--- src/rtl/xts_pkg.sv ---
package xts_pkg;
  typedef enum logic [1:0] {
    XS_IDLE   = 2'd0,
    XS_TRIM   = 2'd1,
    XS_SETTLE = 2'd2,
    XS_DONE   = 2'd3
  } xts_state_e;
endpackage

--- src/rtl/xts_step_cnt.sv ---
// Down-counter of step_tick pulses; expire flags the last pulse of a delay.
module xts_step_cnt #(
  parameter int W = 8
) (
  input  logic         clk,
  input  logic         rst_n,
  input  logic         load,
  input  logic [W-1:0] load_val,
  input  logic         tick,
  output logic         expire
);
  logic [W-1:0] cnt;

  always_ff @(posedge clk or negedge rst_n) begin
    if (!rst_n)                  cnt <= '0;
    else if (load)               cnt <= load_val;
    else if (tick && cnt != '0)  cnt <= cnt - 1'b1;
  end

  assign expire = tick && (cnt == W'(1));

  p_hold_without_tick_r7: assert property (@(posedge clk) disable iff (!rst_n)
    (!load && !tick) |=> $stable(cnt));
endmodule

--- src/rtl/xts_trim_hold.sv ---
// Register holding the trim that drives the oscillator, plus the match compare.
module xts_trim_hold #(
  parameter int FW = 8,
  parameter int CW = 3,
  localparam int TW = FW + CW
) (
  input  logic          clk,
  input  logic          rst_n,
  input  logic          apply,
  input  logic          clear,
  input  logic [FW-1:0] fine_in,
  input  logic [CW-1:0] coarse_in,
  output logic [TW-1:0] trim_out,
  output logic          ready
);
  logic          valid;
  logic [TW-1:0] stored;

  assign stored = {coarse_in, fine_in};

  always_ff @(posedge clk or negedge rst_n) begin
    if (!rst_n) begin
      trim_out <= '0;
      valid    <= 1'b0;
    end else if (clear) begin
      valid    <= 1'b0;
    end else if (apply) begin
      trim_out <= stored;
      valid    <= 1'b1;
    end
  end

  assign ready = valid && (trim_out == stored);

  p_apply_captures_r2: assert property (@(posedge clk) disable iff (!rst_n)
    (apply && !clear) |=> trim_out == $past(stored));
endmodule

--- src/rtl/xts_fsm.sv ---
// Phase controller: idle -> trim wait -> settle wait -> settled.
module xts_fsm
  import xts_pkg::*;
(
  input  logic clk,
  input  logic rst_n,
  input  logic osc_en,
  input  logic trim_zero,
  input  logic settle_zero,
  input  logic expire,
  input  logic ready,
  output logic load,
  output logic sel_settle,
  output logic apply,
  output logic clear,
  output logic settled
);
  xts_state_e state, nxt;

  always_comb begin
    nxt        = state;
    load       = 1'b0;
    sel_settle = 1'b0;
    apply      = 1'b0;
    clear      = 1'b0;
    if (!osc_en) begin
      nxt   = XS_IDLE;
      clear = 1'b1;
    end else begin
      unique case (state)
        XS_IDLE: begin
          load = 1'b1;
          if (trim_zero) begin
            apply      = 1'b1;
            sel_settle = 1'b1;
            nxt        = settle_zero ? XS_DONE : XS_SETTLE;
          end else begin
            nxt = XS_TRIM;
          end
        end
        XS_TRIM: if (expire) begin
          apply      = 1'b1;
          load       = 1'b1;
          sel_settle = 1'b1;
          nxt        = settle_zero ? XS_DONE : XS_SETTLE;
        end
        XS_SETTLE: if (expire) nxt = XS_DONE;
        XS_DONE: if (!ready) begin
          apply      = 1'b1;
          load       = 1'b1;
          sel_settle = 1'b1;
          nxt        = settle_zero ? XS_DONE : XS_SETTLE;
        end
        default: nxt = XS_IDLE;
      endcase
    end
  end

  always_ff @(posedge clk or negedge rst_n) begin
    if (!rst_n) state <= XS_IDLE;
    else        state <= nxt;
  end

  assign settled = (state == XS_DONE);

  p_off_to_idle_r8: assert property (@(posedge clk) disable iff (!rst_n)
    !osc_en |=> state == XS_IDLE);
  p_settle_zero_done_r5: assert property (@(posedge clk) disable iff (!rst_n)
    (apply && settle_zero) |=> state == XS_DONE);
  p_trim_waits_tick_r7: assert property (@(posedge clk) disable iff (!rst_n)
    (state == XS_TRIM && osc_en && !expire) |=> state == XS_TRIM);
endmodule

--- src/rtl/xtal_trim_seq.sv ---
module xtal_trim_seq #(
  parameter int SETTLE_W = 4,
  parameter int TDLY_W   = 8,
  parameter int FINE_W   = 8,
  parameter int COARSE_W = 3,
  localparam int TRIM_W  = FINE_W + COARSE_W,
  localparam int CNT_W   = (SETTLE_W > TDLY_W) ? SETTLE_W : TDLY_W
) (
  input  logic                clk,
  input  logic                rst_n,
  input  logic                osc_en,
  input  logic                step_tick,
  input  logic [SETTLE_W-1:0] settle_code,
  input  logic [TDLY_W-1:0]   trim_code,
  input  logic [FINE_W-1:0]   fine_set,
  input  logic [COARSE_W-1:0] coarse_set,
  output logic [TRIM_W-1:0]   trim_out,
  output logic                trim_ready,
  output logic                settled
);
  logic             load, sel_settle, apply, clear, expire;
  logic [CNT_W-1:0] load_val;

  assign load_val = sel_settle ? CNT_W'(settle_code) : CNT_W'(trim_code);

  xts_step_cnt #(.W(CNT_W)) u_cnt (
    .clk(clk), .rst_n(rst_n), .load(load), .load_val(load_val),
    .tick(step_tick), .expire(expire)
  );

  xts_trim_hold #(.FW(FINE_W), .CW(COARSE_W)) u_hold (
    .clk(clk), .rst_n(rst_n), .apply(apply), .clear(clear),
    .fine_in(fine_set), .coarse_in(coarse_set),
    .trim_out(trim_out), .ready(trim_ready)
  );

  xts_fsm u_fsm (
    .clk(clk), .rst_n(rst_n), .osc_en(osc_en),
    .trim_zero(trim_code == '0), .settle_zero(settle_code == '0),
    .expire(expire), .ready(trim_ready),
    .load(load), .sel_settle(sel_settle), .apply(apply), .clear(clear),
    .settled(settled)
  );

  p_flags_clear_r8: assert property (@(posedge clk) disable iff (!rst_n)
    !osc_en |=> (!settled && !trim_ready));
endmodule

--- config.mk ---
export PLATFORM = sky130hd
export DESIGN_NAME = xtal_trim_seq
export DESIGN_NICKNAME = d
export VERILOG_FILES = /design/src/rtl/xts_pkg.sv /design/src/rtl/xts_step_cnt.sv /design/src/rtl/xts_trim_hold.sv /design/src/rtl/xts_fsm.sv /design/src/rtl/xtal_trim_seq.sv
export SDC_FILE = /design/constraint.sdc
export NUM_CORES = 1
export LEC_CHECK = 0
export BUFFER_PORTS_ARGS = -buffer_cell sky130_fd_sc_hd__buf_2
export CAP_MARGIN = 10
export CORE_MARGIN = 2
export CORE_UTILIZATION = 54
export CTS_BUF_LIST = sky130_fd_sc_hd__clkbuf_8
export DETAILED_ROUTE_END_ITERATION = 6
export PLACE_DENSITY_LB_ADDON = 0.12
export SLEW_MARGIN = 20
export SYNTH_ARGS = -nofsm -noshare
export SYNTH_HDL_FRONTEND = slang
export SYNTH_HIERARCHICAL = 1
export SYNTH_SLANG_ARGS = --single-unit
--- constraint.sdc ---
create_clock -name clk -period 3.25 [get_ports clk]
set_input_delay 0 -clock clk [delete_from_list [all_inputs] [get_ports clk]]
set_output_delay 0 -clock clk [all_outputs]
set_load 0.005 [all_outputs]
; ---- Word level (Yosys, flattened, before mapping)
; Index checks and enable logic that the tools add are counted.
; W data, S select, Z words.
[totals]
regBits = 22
input_bits = 27
output_inout_bits = 13
[op_classes]
add_sub_neg = 1
eq_ne = 9
muxes = 19
reduce_logical = 10
[ops]
columns = op, n
row1 = $mux W8, 3
row2 = $eq A11 B11 Y1, 1
row3 = $mux W2, 5
row4 = $ne A3 B3 Y1 const B, 3
row5 = $eq A8 B1 Y1 const B, 1
row6 = $logic_not A8 Y1, 1
row7 = $mux W1, 8
row8 = $pmux W2 S4, 1
row9 = $reduce_bool A8 Y1, 1
row10 = $sub A8 B1 Y8 const B, 1
row11 = $pmux W1 S3, 2
row12 = $eq A2 B2 Y1 const B, 2
row13 = $logic_not A4 Y1, 1
row14 = $logic_and A1 B1 Y1, 3
row15 = $reduce_and A3 Y1, 1
row16 = $eq A2 B1 Y1 const B, 1
row17 = $logic_not A2 Y1, 1
row18 = $ne A2 B1 Y1 const B, 1
row19 = $reduce_and A2 Y1, 1
row20 = $reduce_bool A2 Y1, 1

; ---- Longest topological paths before layout
; Gate-level depths: netlist of the first run.
[logic_depth]
word_depth = 7
ltp_mapped = 11
ltp_nobuf = 9

; ---- Hierarchy
; Netlist of the first run, hierarchy kept.
[modules_own_cells]
columns = mod, n_inst, cells_each, area_each_um2, seq_area_each_um2
row1 = xts_trim_hold, 1, 42, 614.3, 300.3
row2 = xts_step_cnt, 1, 66, 590.6, 200.2
row3 = xts_fsm, 1, 18, 145.1, 50.0
row4 = xtal_trim_seq, 1, 13, 100.1, 0.0

; ---- Least setup slack after synthesis of the first run
; Ideal clock, no wire load.
[synth_path]
kind = register -> register
start = reg u_cnt.cnt[3]
end = reg u_cnt.cnt[2]
setup_time_ps = 137
t_arrival_ps = 2521
required_ps = 3113
slack_ps = 592
stages_incl_launch_ff = 11
cell_sequence = dfrtp_1 nor4_2 and4_1 mux2i_1 o22a_1 nor2_1 buf_4 buf_2 mux2_2 a21oi_1 o311ai_1
[synth_via]
elab_chain_len = 7
elab_cells_between_ends = 12
cone_classes = 1 x eq/ne / 7 x mux / 4 x reduce/logical
[synth_lines]
columns = item, line
row1 = from (decl), xts_step_cnt.sv:12  ; logic [W-1:0] cnt;
row2 = from (signal assigned), xts_step_cnt.sv:16  ; else if (load) cnt <= load_val;
row3 = from (signal assigned), xts_step_cnt.sv:17  ; else if (tick && cnt != '0) cnt <= cnt - 1'b1;
row4 = $eq A8 B1 Y1, xts_step_cnt.sv:20  ; assign expire = tick && (cnt == W'(1));
row5 = $logic_and A1 B1 Y1, xts_step_cnt.sv:20
row6 = named net expire, xtal_trim_seq.sv:21  ; logic load, sel_settle, apply, clear, expire;
row7 = $mux W1, --
row8 = $pmux W1 S3, --
row9 = $mux W1, --
row10 = named net apply, xtal_trim_seq.sv:21
row11 = $mux W8, xtal_trim_seq.sv:24  ; assign load_val = sel_settle ? CNT_W'(settle_code) : CNT_W'(trim_code);
row12 = named net load_val[2], xtal_trim_seq.sv:22  ; logic [CNT_W-1:0] load_val;
row13 = $mux W8, xts_step_cnt.sv:16
; The timed path passes the listed nets, and every way through them passes these cells.
; A chain may end at the register's enable or synchronous reset.

; ---- Final worst setup path of the first run
[layout_path]
start = reg u_cnt.cnt[2]
end = reg u_cnt.cnt[2]
; Same word-level chain as after synthesis.

==> flow_summary.toml, run 1 <==
[floorplanning]
floorplan_core_area_mm2 = 0.00252
die_area_mm2 = 0.00312
die_h_um = 55.8
initial_utilization_pct = 57.5
design.portCount = 40
dieWidth_um = 55.8
num_rows = 18

[critical_path]
criticalPathCategory = "flip-flop to flip-flop"
ff2ff_path_depth = 9
cp-start-kind = "flip-flop"
r2r_end = "u_cnt/cnt[2]"
timing.critical_path.required_ns = 3.40
cp.arrival_ns = 2.86
crit-reg2reg-launch = "u_cnt/cnt[2]"
endpoint_kind = "flip-flop"
timing.reg2reg.setup_slack_ns = 0.53
critical_path_peak_fanout = 10

[logic_synthesis]
synth_cell_type_count = 46
synth_enable_flop_cells = 0
netlist_area_mm2 = 0.00145
synth_largest_type_area_fraction_pct = 38.0
yosysTopAreaCell = "sky130_fd_sc_hd__dfrtp_1"
synthesis.instances = 139
dominantRegCellSynth = "sky130_fd_sc_hd__dfrtp_1"
postSynthRegisterBits = 22
async_flop_share_pct = 100
synth.yosys.seq_area_share_pct = 38.0
synth_most_common_cell = "sky130_fd_sc_hd__dfrtp_1"
synth_top_cells_by_count = "sky130_fd_sc_hd__dfrtp_1 (22), sky130_fd_sc_hd__xnor2_1 (11), sky130_fd_sc_hd__mux2_4 (10), sky130_fd_sc_hd__nor2_1 (10), sky130_fd_sc_hd__nand2_1 (8)"
synthesized_nets = 169
avgSynthCellArea_um2 = 10.4
yosysWarnings = 6
synth_top_cells_by_area = "sky130_fd_sc_hd__dfrtp_1 (38%), sky130_fd_sc_hd__mux2_4 (10%), sky130_fd_sc_hd__xnor2_1 (6.6%)"

[place]
detailed_place_hpwl_um = 2370
port_buffers = 39
gp_routability_congestion = 0.888
dpl-instance-area_mm2 = 0.00167
dpl.cell_count = 205

[cells_and_area]
finalNonFillerCells = 222
layout.nets = 223
n_fill_cell = 200
post_route_cells_drive_above_1_share_pct = 33.3
n_antenna_cell = 0
syn_to_final_growth_pct = 28.7
post-route-util_pct = 74.0
fin_area_mm2 = 0.00187

[pwr]
power-per-cell-area_mw_per_mm2 = 461
ir_worst_vdd_v = 0.000412
cellLeakagePower_nw = 0.872

[clock_tree]
cts.root.buffer_cell = "sky130_fd_sc_hd__clkbuf_8"
cts_tree = "built"
numClockSinks = 22
maximum_level_of_the_cts_h_tree = 1
cts.repair_timing.setup_buffer_count = 0
clk_transition_reported_paths_ns = 0.08
clock_path_buffers = 2
clock_latency_ns = 0.27
numCtsBuffers = 3

[routing]
vias = 1278
first_iter_violations = 50
viasPerCell = 5.76
routed_wire_length_um = 3360
route.antenna.remaining_nets = 0
wl_per_instance_um = 15.1
dr.pass1.iters = 4
post-route-drc-count = 0

[global_route]
grt_first_pass_wirelength_um = 5660
number_of_global_route_vias_before_repair = 1228
grt_remaining_overflow = 0
maximum_number_of_pins_on_one_net_before_global_route_repair = 23
grtUsageMet1_pct = 29.9
gr-max-usage-layer = "met2"
number_of_antenna_violations_at_the_first_check_in_global_routing = 0
global_route.usage.total_pct = 22.7
global_route.usage.met2_pct = 39.6
grt_use_met3_pct = 2.09

[sta]
setup_violations = 0
clock_skew_ns = 0.00178
timing.setup.tns_ns = 0
worst-slew-pin-transition_ns = 0.596
post-route-period-util_pct = 83.6
finalHoldViolations = 0
post_route_minimum_period_ns = 2.72
clock.fmax_mhz = 368
max-slew-margin-rel_pct = 59.9
grt_setup_unrepaired = "false"
maxSlewViolCount = 0

[worst_hold_path]
min-delay-start = "step_tick"
timing.hold.worst.class = "input pin to flip-flop"
number_of_cells_traversed_by_the_worst_hold_path = 2
endpoint_worst_hold = "u_cnt/cnt[2]"

[run_status]
outcome = "finished clean"

[run]
max_cap_viol_count = 0
==> timing repair <==
action | in CTS | in global routing
gates resized for setup | 0 | 0
hold buffers | 12 | 1
hold endpoints to repair | 33 | 1
==> area by class of cell <==
cell class / instances / area (um2) / share of cell area, %
repair buffers: 54 / 340 / 18.2
multi-input cells: 104 / 837 / 44.8
inverters: 8 / 30.0 / 1.61
clock buffers: 3 / 41.3 / 2.21
flip-flops and latches: 22 / 551 / 29.5
clock inverters: 1 / 30.0 / 1.61
well taps: 30 / 37.5 / 2.01
==> worst max-delay path, cell delays in order, from the launching register on <==
cell                       delay, ns
sky130_fd_sc_hd__dfrtp_1        0.47
sky130_fd_sc_hd__nor4_2         0.58
sky130_fd_sc_hd__and4_1         0.35
sky130_fd_sc_hd__mux2i_1        0.14
sky130_fd_sc_hd__o22a_1         0.19
sky130_fd_sc_hd__nor2_1         0.09
sky130_fd_sc_hd__buf_4          0.19
sky130_fd_sc_hd__mux2_2         0.36
sky130_fd_sc_hd__a21oi_1        0.14
sky130_fd_sc_hd__o311ai_1       0.10
==> layer usage <==
metal | share of wire (%) | wire length (um)
met1 | 43 | 1430
met2 | 51 | 1700
met3 | 5.3 | 177
met4 | 1.3 | 44
met5 | 0 | 0
==> registers in the layout, indices dropped and copies added (netlist names) <==
name	count
u_hold/trim_out	11
u_hold/valid	1
u_fsm/state	2
u_cnt/cnt	8
==> worst max-delay path by stage <==
stage	start	endpoint	slack, ns	cells past startpoint
2_1_floorplan	u_cnt/cnt[3]	u_cnt/cnt[2]	0.59	10
3_3_place_gp	u_cnt/cnt[2]	u_cnt/cnt[2]	0.73	9
3_5_place_dp	u_cnt/cnt[2]	u_cnt/cnt[2]	0.60	9
4_1_cts	u_cnt/cnt[2]	u_cnt/cnt[2]	0.57	9
5_1_grt	u_cnt/cnt[2]	u_cnt/cnt[2]	0.33	9
6_report	u_cnt/cnt[2]	u_cnt/cnt[2]	0.53	9
==> cells in the final DEF, fill, tap and decap left out, drive strengths merged, types with 2 or more instances in the layout <==
master	n
o31ai	3
nand4	4
nor3b	3
nor2	10
or4	4
inv	7
nand2b	2
o311ai	2
clkbuf	3
nor2b	4
buf	41
nor4	2
mux2	15
or3b	2
nor3	3
dlygate4sd3	13
a21oi	4
a2111o	2
dfrtp	22
nand2	8
xnor2	11
o211ai	4
a31oi	3
ha	3
==> power breakdown <==
part	internal [mW]	leakage, nW	switching, mW	total (mW)
registers	0.315	0.279	0.0579	0.373
clock network	0.165	0.0357	0.0969	0.262
logic	0.123	0.557	0.102	0.225
==> stage by stage <==
stage	hold WS (ns)	power [mW]	setup slack (ns)
floorplan	-0.296	0.508	0.592
global placement	-0.00831	0.578	0.729
detailed placement	-0.00286	0.585	0.602
CTS	0.00249	0.859	0.571
global route	0.0905	0.907	0.332
finish	0.0695	0.860	0.534
==> cells by family (layout without fill, tap and decap cells) <==
group | count (synthesis) | in the layout | share of synthesized area [%]
AOI/OAI and AO/OA | 26 | 26 | 13.5
xor gates and xnor gates | 11 | 11 | 6.64
adders and majority gates | 3 | 3 | 2.59
buffers and inverters | 13 | 66 | 4.31
DFF | 22 | 22 | 38.0
muxes | 16 | 16 | 14.9
and+or+nand+nor | 48 | 48 | 20.1
No activity file was read; power rests on OpenSTA's default activity.
==> run 2, diff against run 1 <==
--- a/config.mk
+++ b/config.mk
@@ -8,7 +8,7 @@
 export BUFFER_PORTS_ARGS = -buffer_cell sky130_fd_sc_hd__buf_2
 export CAP_MARGIN = 10
 export CORE_MARGIN = 2
-export CORE_UTILIZATION = 54
+export CORE_UTILIZATION = 49
 export CTS_BUF_LIST = sky130_fd_sc_hd__clkbuf_8
 export DETAILED_ROUTE_END_ITERATION = 6
 export PLACE_DENSITY_LB_ADDON = 0.12
==> constraint.sdc (replaced) <==
create_clock -name clk -period 2.2 [get_ports clk]
set_input_delay 0 -clock clk [delete_from_list [all_inputs] [get_ports clk]]
set_output_delay 0 -clock clk [all_outputs]
set_load 0.005 [all_outputs]
==> run 2 against run 1 <==
Effect of this change:
- non-clock buffer count increased by 9
- critical path depth decreased by 1
- die area increased by 9.5%
- register-to-register slack got worse by 0.53 ns
==> flow_summary.toml, run 2 (same netlist as run 1, synthesis figures left out) <==
[run_status]
outcome = "finished clean"

[sta]
post_route_minimum_period_ns = 2.19
setup_violations = 0
post-route-period-util_pct = 99.6
final_worst_slack_ns = 0.00827
max-slew-margin-rel_pct = 67.3
worst-slew-pin-transition_ns = 0.491
grt_setup_unrepaired = "true"
clock_skew_ns = 0.00398
maxSlewViolCount = 0
finalHoldViolations = 0
clock.fmax_mhz = 456
finalHoldWorstSlack_ns = 0.0681

[floorplanning]
dieWidth_um = 58.4
floorplan_core_area_mm2 = 0.00278
design.portCount = 40
num_rows = 19
initial_utilization_pct = 52.1
die_area_mm2 = 0.00341
die_h_um = 58.4

[clock_tree]
cts.root.buffer_cell = "sky130_fd_sc_hd__clkbuf_8"
numCtsBuffers = 3
clock_path_buffers = 2
cts_tree = "built"
clock_latency_ns = 0.26
clk_transition_reported_paths_ns = 0.09
numClockSinks = 22
maximum_level_of_the_cts_h_tree = 1

[global_route]
grt_remaining_overflow = 0
grt_first_pass_wirelength_um = 5750
number_of_antenna_violations_at_the_first_check_in_global_routing = 0
maximum_number_of_pins_on_one_net_before_global_route_repair = 23
global_route.usage.total_pct = 22.2
number_of_global_route_vias_before_repair = 1226

[cells_and_area]
fin_area_mm2 = 0.00199
post_route_cells_drive_above_1_share_pct = 40.1
largest_register = "u_hold/trim_out"
finalNonFillerCells = 233
final_common_cell = "sky130_fd_sc_hd__buf_2"
reg_top3 = "u_hold/trim_out x11, u_cnt/cnt x8, u_fsm/state x2"
layout.nets = 233
syn_to_final_growth_pct = 37.5
layout.cells.most_common_list = "sky130_fd_sc_hd__buf_2 (39), sky130_fd_sc_hd__dfrtp_1 (21), sky130_fd_sc_hd__dlygate4sd3_1 (13), sky130_fd_sc_hd__mux2_4 (11), sky130_fd_sc_hd__xnor2_1 (11)"
largest_reg_flops = 11
n_antenna_cell = 0

[critical_path]
crit-reg2reg-launch = "u_cnt/cnt[2]"
worstPathCellList = "nor4_4, and4_4, mux2i_2, o22a_1, nor2_4, mux2_4, a21oi_2, o311ai_1"
timing.reg2reg.setup_slack_ns = 0.008
criticalPathCategory = "flip-flop to flip-flop"
endpoint_kind = "flip-flop"
cpPeakStageDelay_ns = 0.43
cp.arrival_ns = 2.33
cpMaxStageDelayCell = "sky130_fd_sc_hd__dfrtp_2"
timing.critical_path.required_ns = 2.34
ff2ff_path_depth = 8
cp-startpoint = "u_cnt/cnt[2]"
r2r_end = "u_cnt/cnt[2]"
critical_path_peak_fanout = 8
cp-start-kind = "flip-flop"

[worst_hold_path]
timing.hold.worst.class = "input pin to flip-flop"
number_of_cells_traversed_by_the_worst_hold_path = 2
min-delay-start = "step_tick"
endpoint_worst_hold = "u_cnt/cnt[2]"

[place]
port_buffers = 39
place_ws_ns = 0.0305
dpl.cell_count = 213
detailed_place_hpwl_um = 2650
gp_routability_congestion = 0.849
dpl-instance-area_mm2 = 0.00176

[routing]
viasPerCell = 5.63
met3_routed_wl_um = 179
dr.max_layer_used = "met3"
routed_wire_length_um = 3580
dr.pass1.iters = 4
route.antenna.remaining_nets = 0
first_iter_violations = 46
met2_length_um = 1840
wl_met1_um = 1560
vias = 1311
post-route-drc-count = 0
wl_per_instance_um = 15.4

[pwr]
power-per-cell-area_mw_per_mm2 = 664
ir_worst_vdd_v = 0.000474
cellLeakagePower_nw = 0.923
post-layout-total-power_mw = 1.33

[run]
max_cap_viol_count = 0
-- run 2: through the flow --
step	utilization, %	setup TNS, ns
floorplan	-	-0.478
global placement	63.2	0
detailed placement	63.2	0
CTS	70.4	0
global route	71.7	-0.590
finish	71.7	0
-- run 2: power by group --
part	internal (mW)	leakage [nW]	switching (mW)
Clock	0.243	0.0357	0.140
Combinational	0.218	0.610	0.180
Sequential	0.467	0.278	0.0763
-- run 2: how the worst max path moves through the flow --
stage,slack [ns],to,depth (start not counted)
after floorplan,-0.15,u_cnt/cnt[2],10
after global placement,0.10,u_cnt/cnt[2],8
after detailed placement,0.03,u_cnt/cnt[2],8
after CTS,0.01,u_cnt/cnt[2],8
after global routing,-0.08,u_cnt/cnt[2],8
final,0.008,u_cnt/cnt[2],8
-- run 2: critical path, delay by kind of cell, from the launching register on --
family,cells,cell delay (ns)
simple gates,3,0.79
compound gates,3,0.43
flops,1,0.43
mux,2,0.41
-- run 2: per-layer routing --
layer  GRT usage, %  vias to the layer above
met3           3.08                        0
met1           29.4                      619
met5              0                        -
met2           36.6                       49
li1               -                      643
met4           9.30                        0
-- run 2: cell type report --
cell class	instances	area, um2
clock buffer	3	41.3
inverter	8	33.8
multi-input combinational	105	878
timing repair buffer	63	420
tap	31	38.8
sequential	22	552
clock inverter	1	30.0
fill	197	787
-- run 2: timing repair --
action | CTS | global route
buffers inserted | 0 | 2
resized for setup | 0 | 4
setup endpoints to repair | 0 | 18
hold buffers | 13 | 0
endpoints found under the hold margin | 34 | 0
==> run 3, diff against run 2 <==
--- a/config.mk
+++ b/config.mk
@@ -8,8 +8,9 @@
 export BUFFER_PORTS_ARGS = -buffer_cell sky130_fd_sc_hd__buf_2
 export CAP_MARGIN = 10
 export CORE_MARGIN = 2
-export CORE_UTILIZATION = 49
+export CORE_UTILIZATION = 40
 export CTS_BUF_LIST = sky130_fd_sc_hd__clkbuf_8
+export CTS_CLUSTER_DIAMETER = 40
 export DETAILED_ROUTE_END_ITERATION = 6
 export PLACE_DENSITY_LB_ADDON = 0.12
 export SLEW_MARGIN = 20
==> run 3 against run 2 <==
Effect of this change:
- critical path depth unchanged
- die area rose by 21%
- first-iteration DRC count is 24% higher
- critical path type unchanged
- critical endpoint unchanged
- largest power group unchanged
- highest routed layer is now met4
==> flow_summary.toml, run 3 (same netlist as run 1, synthesis figures left out) <==
[critical_path]
setup.worst_path.end = "u_cnt/cnt[2]"
timing.reg2reg.setup_slack_ns = 0.01
critical_path_peak_fanout = 5
r2r_end = "u_cnt/cnt[2]"
worst-path-buf-inv = 0
timing.critical_path.required_ns = 2.34
criticalPathCategory = "flip-flop to flip-flop"
critical_path_cell_count = 8
crit-reg2reg-launch = "u_cnt/cnt[5]"
worstPathCellList = "nor4_4, and4_4, mux2i_4, o22a_1, nor2_4, mux2_4, a21oi_2, o311ai_1"
ff2ff_path_depth = 8
cpMaxStageDelayCell = "sky130_fd_sc_hd__dfrtp_1"
endpoint_kind = "flip-flop"
cp.arrival_ns = 2.33
cpPeakStageDelay_ns = 0.43
cp-startpoint = "u_cnt/cnt[5]"
cp-start-kind = "flip-flop"
critical-path-top-delay-family = "simple AND/OR/NAND/NOR gates"

[global_route]
number_of_global_route_vias_before_repair = 1330
number_of_antenna_violations_at_the_first_check_in_global_routing = 0
grt_remaining_overflow = 0
grt_first_pass_wirelength_um = 6110
maximum_number_of_pins_on_one_net_before_global_route_repair = 23
global_route.usage.total_pct = 18.6

[place]
dpl-instance-area_mm2 = 0.00177
detailed_place_hpwl_um = 2570
dpl.cell_count = 229
port_buffers = 39
gp_routability_congestion = 0.869

[clock_tree]
clock_latency_ns = 0.27
numClockSinks = 22
maximum_level_of_the_cts_h_tree = 1
clock_path_buffers = 2
clk_transition_reported_paths_ns = 0.09
numCtsBuffers = 3
cts.root.buffer_cell = "sky130_fd_sc_hd__clkbuf_8"
cts_tree = "built"

[routing]
wl_per_instance_um = 15.2
post-route-drc-count = 0
dr.pass1.iters = 4
first_iter_violations = 57
vias = 1364
routed_wire_length_um = 3790
viasPerCell = 5.48
route.antenna.remaining_nets = 0

[cells_and_area]
fin_area_mm2 = 0.00201
final_common_cell = "sky130_fd_sc_hd__buf_2"
layout.nets = 234
largest_reg_flops = 11
syn_to_final_growth_pct = 38.4
largest_register = "u_hold/trim_out"
n_antenna_cell = 0
post_route_cells_drive_above_1_share_pct = 39.9
layout.cells.most_common_list = "sky130_fd_sc_hd__buf_2 (39), sky130_fd_sc_hd__dfrtp_1 (21), sky130_fd_sc_hd__dlygate4sd3_1 (12), sky130_fd_sc_hd__buf_4 (12)"
finalNonFillerCells = 249
reg_top3 = "u_hold/trim_out x11, u_cnt/cnt x8, u_fsm/state x2"

[pwr]
cellLeakagePower_nw = 0.923
ir_worst_vdd_v = 0.000293
power-per-cell-area_mw_per_mm2 = 665

[sta]
setup_violations = 0
clock.fmax_mhz = 457
clock_skew_ns = 0.00632
maxSlewViolCount = 0
worst-slew-pin-transition_ns = 0.659
finalHoldWorstSlack_ns = 0.00449
post-route-period-util_pct = 99.5
finalHoldViolations = 0
grt_setup_unrepaired = "true"
post_route_minimum_period_ns = 2.19
max-slew-margin-rel_pct = 56.0

[floorplanning]
die_area_mm2 = 0.00412
design.portCount = 40
num_rows = 21
die_h_um = 64.2
initial_utilization_pct = 42.5
floorplan_core_area_mm2 = 0.00342
dieWidth_um = 64.2

[worst_hold_path]
timing.hold.worst.class = "input pin to flip-flop"

[run]
max_cap_viol_count = 0

[run_status]
outcome = "finished clean"
==> run 3: power breakdown <==
| group | total (mW) | switching [mW] | internal (mW) | leakage, nW |
|---|---|---|---|---|
| clock | 0.385 | 0.142 | 0.243 | 0.0357 |
| combinational | 0.410 | 0.191 | 0.219 | 0.609 |
| sequential | 0.539 | 0.0720 | 0.467 | 0.278 |
| total | 1.33 | 0.406 | 0.929 | 0.923 |
==> run 3: layer usage <==
layer  global-route usage (%)  vias to the layer above  wire length (um)
li1                         -                      650                 -
met1                     25.1                      658              1720
met2                     31.9                       52              1780
met3                     1.94                        4               261
met4                     4.79                        0                37
met5                        0                        -                 0
==> run 3: how the worst min path moves through the flow <==
| stage | depth (start not counted) | start | end | slack, ns |
|---|---|---|---|---|
| 3_5_place_dp | 1 | rst_n | u_hold/trim_out[8] | 0.006 |
| 5_1_grt | 2 | fine_set[2] | u_hold/trim_out[2] | 0.001 |
| 6_report | 2 | fine_set[2] | u_hold/trim_out[2] | 0.004 |
| 2_1_floorplan | 0 | rst_n | u_cnt/cnt[0] | -0.30 |
| 4_1_cts | 2 | fine_set[2] | u_hold/trim_out[2] | 0.01 |
| 3_3_place_gp | 1 | rst_n | u_hold/trim_out[8] | 0.0008 |
==> run 3: through the flow <==
stage	setup TNS [ns]	utilization [%]	power, mW	setup slack [ns]
floorplan	-0.478	-	0.767	-0.147
finish	0	58.8	1.33	0.0114
global route	-0.313	58.8	1.41	-0.0630
CTS	0	57.4	1.33	0.00349
detailed placement	0	51.8	0.922	0.00695
global placement	0	51.8	0.919	0.0642
==> run 3: area by class of cell <==
type / instances / area, um2
fillers: 295 / 1410
multi-input cells: 106 / 891
flip-flops and latches: 22 / 552
repair buffers: 63 / 405
well taps: 46 / 57.6
clock buffers: 3 / 41.3
clock inverters: 1 / 30.0
inverters: 8 / 30.0
==> run 3: what timing repair did <==
action,4_1_cts,5_1_grt
resized for setup,0,3
buffers inserted,0,2
gates cloned,0,2
endpoints found under the hold margin,33,0
pin swaps,1,2
hold buffers,12,0
setup endpoints to repair,13,16
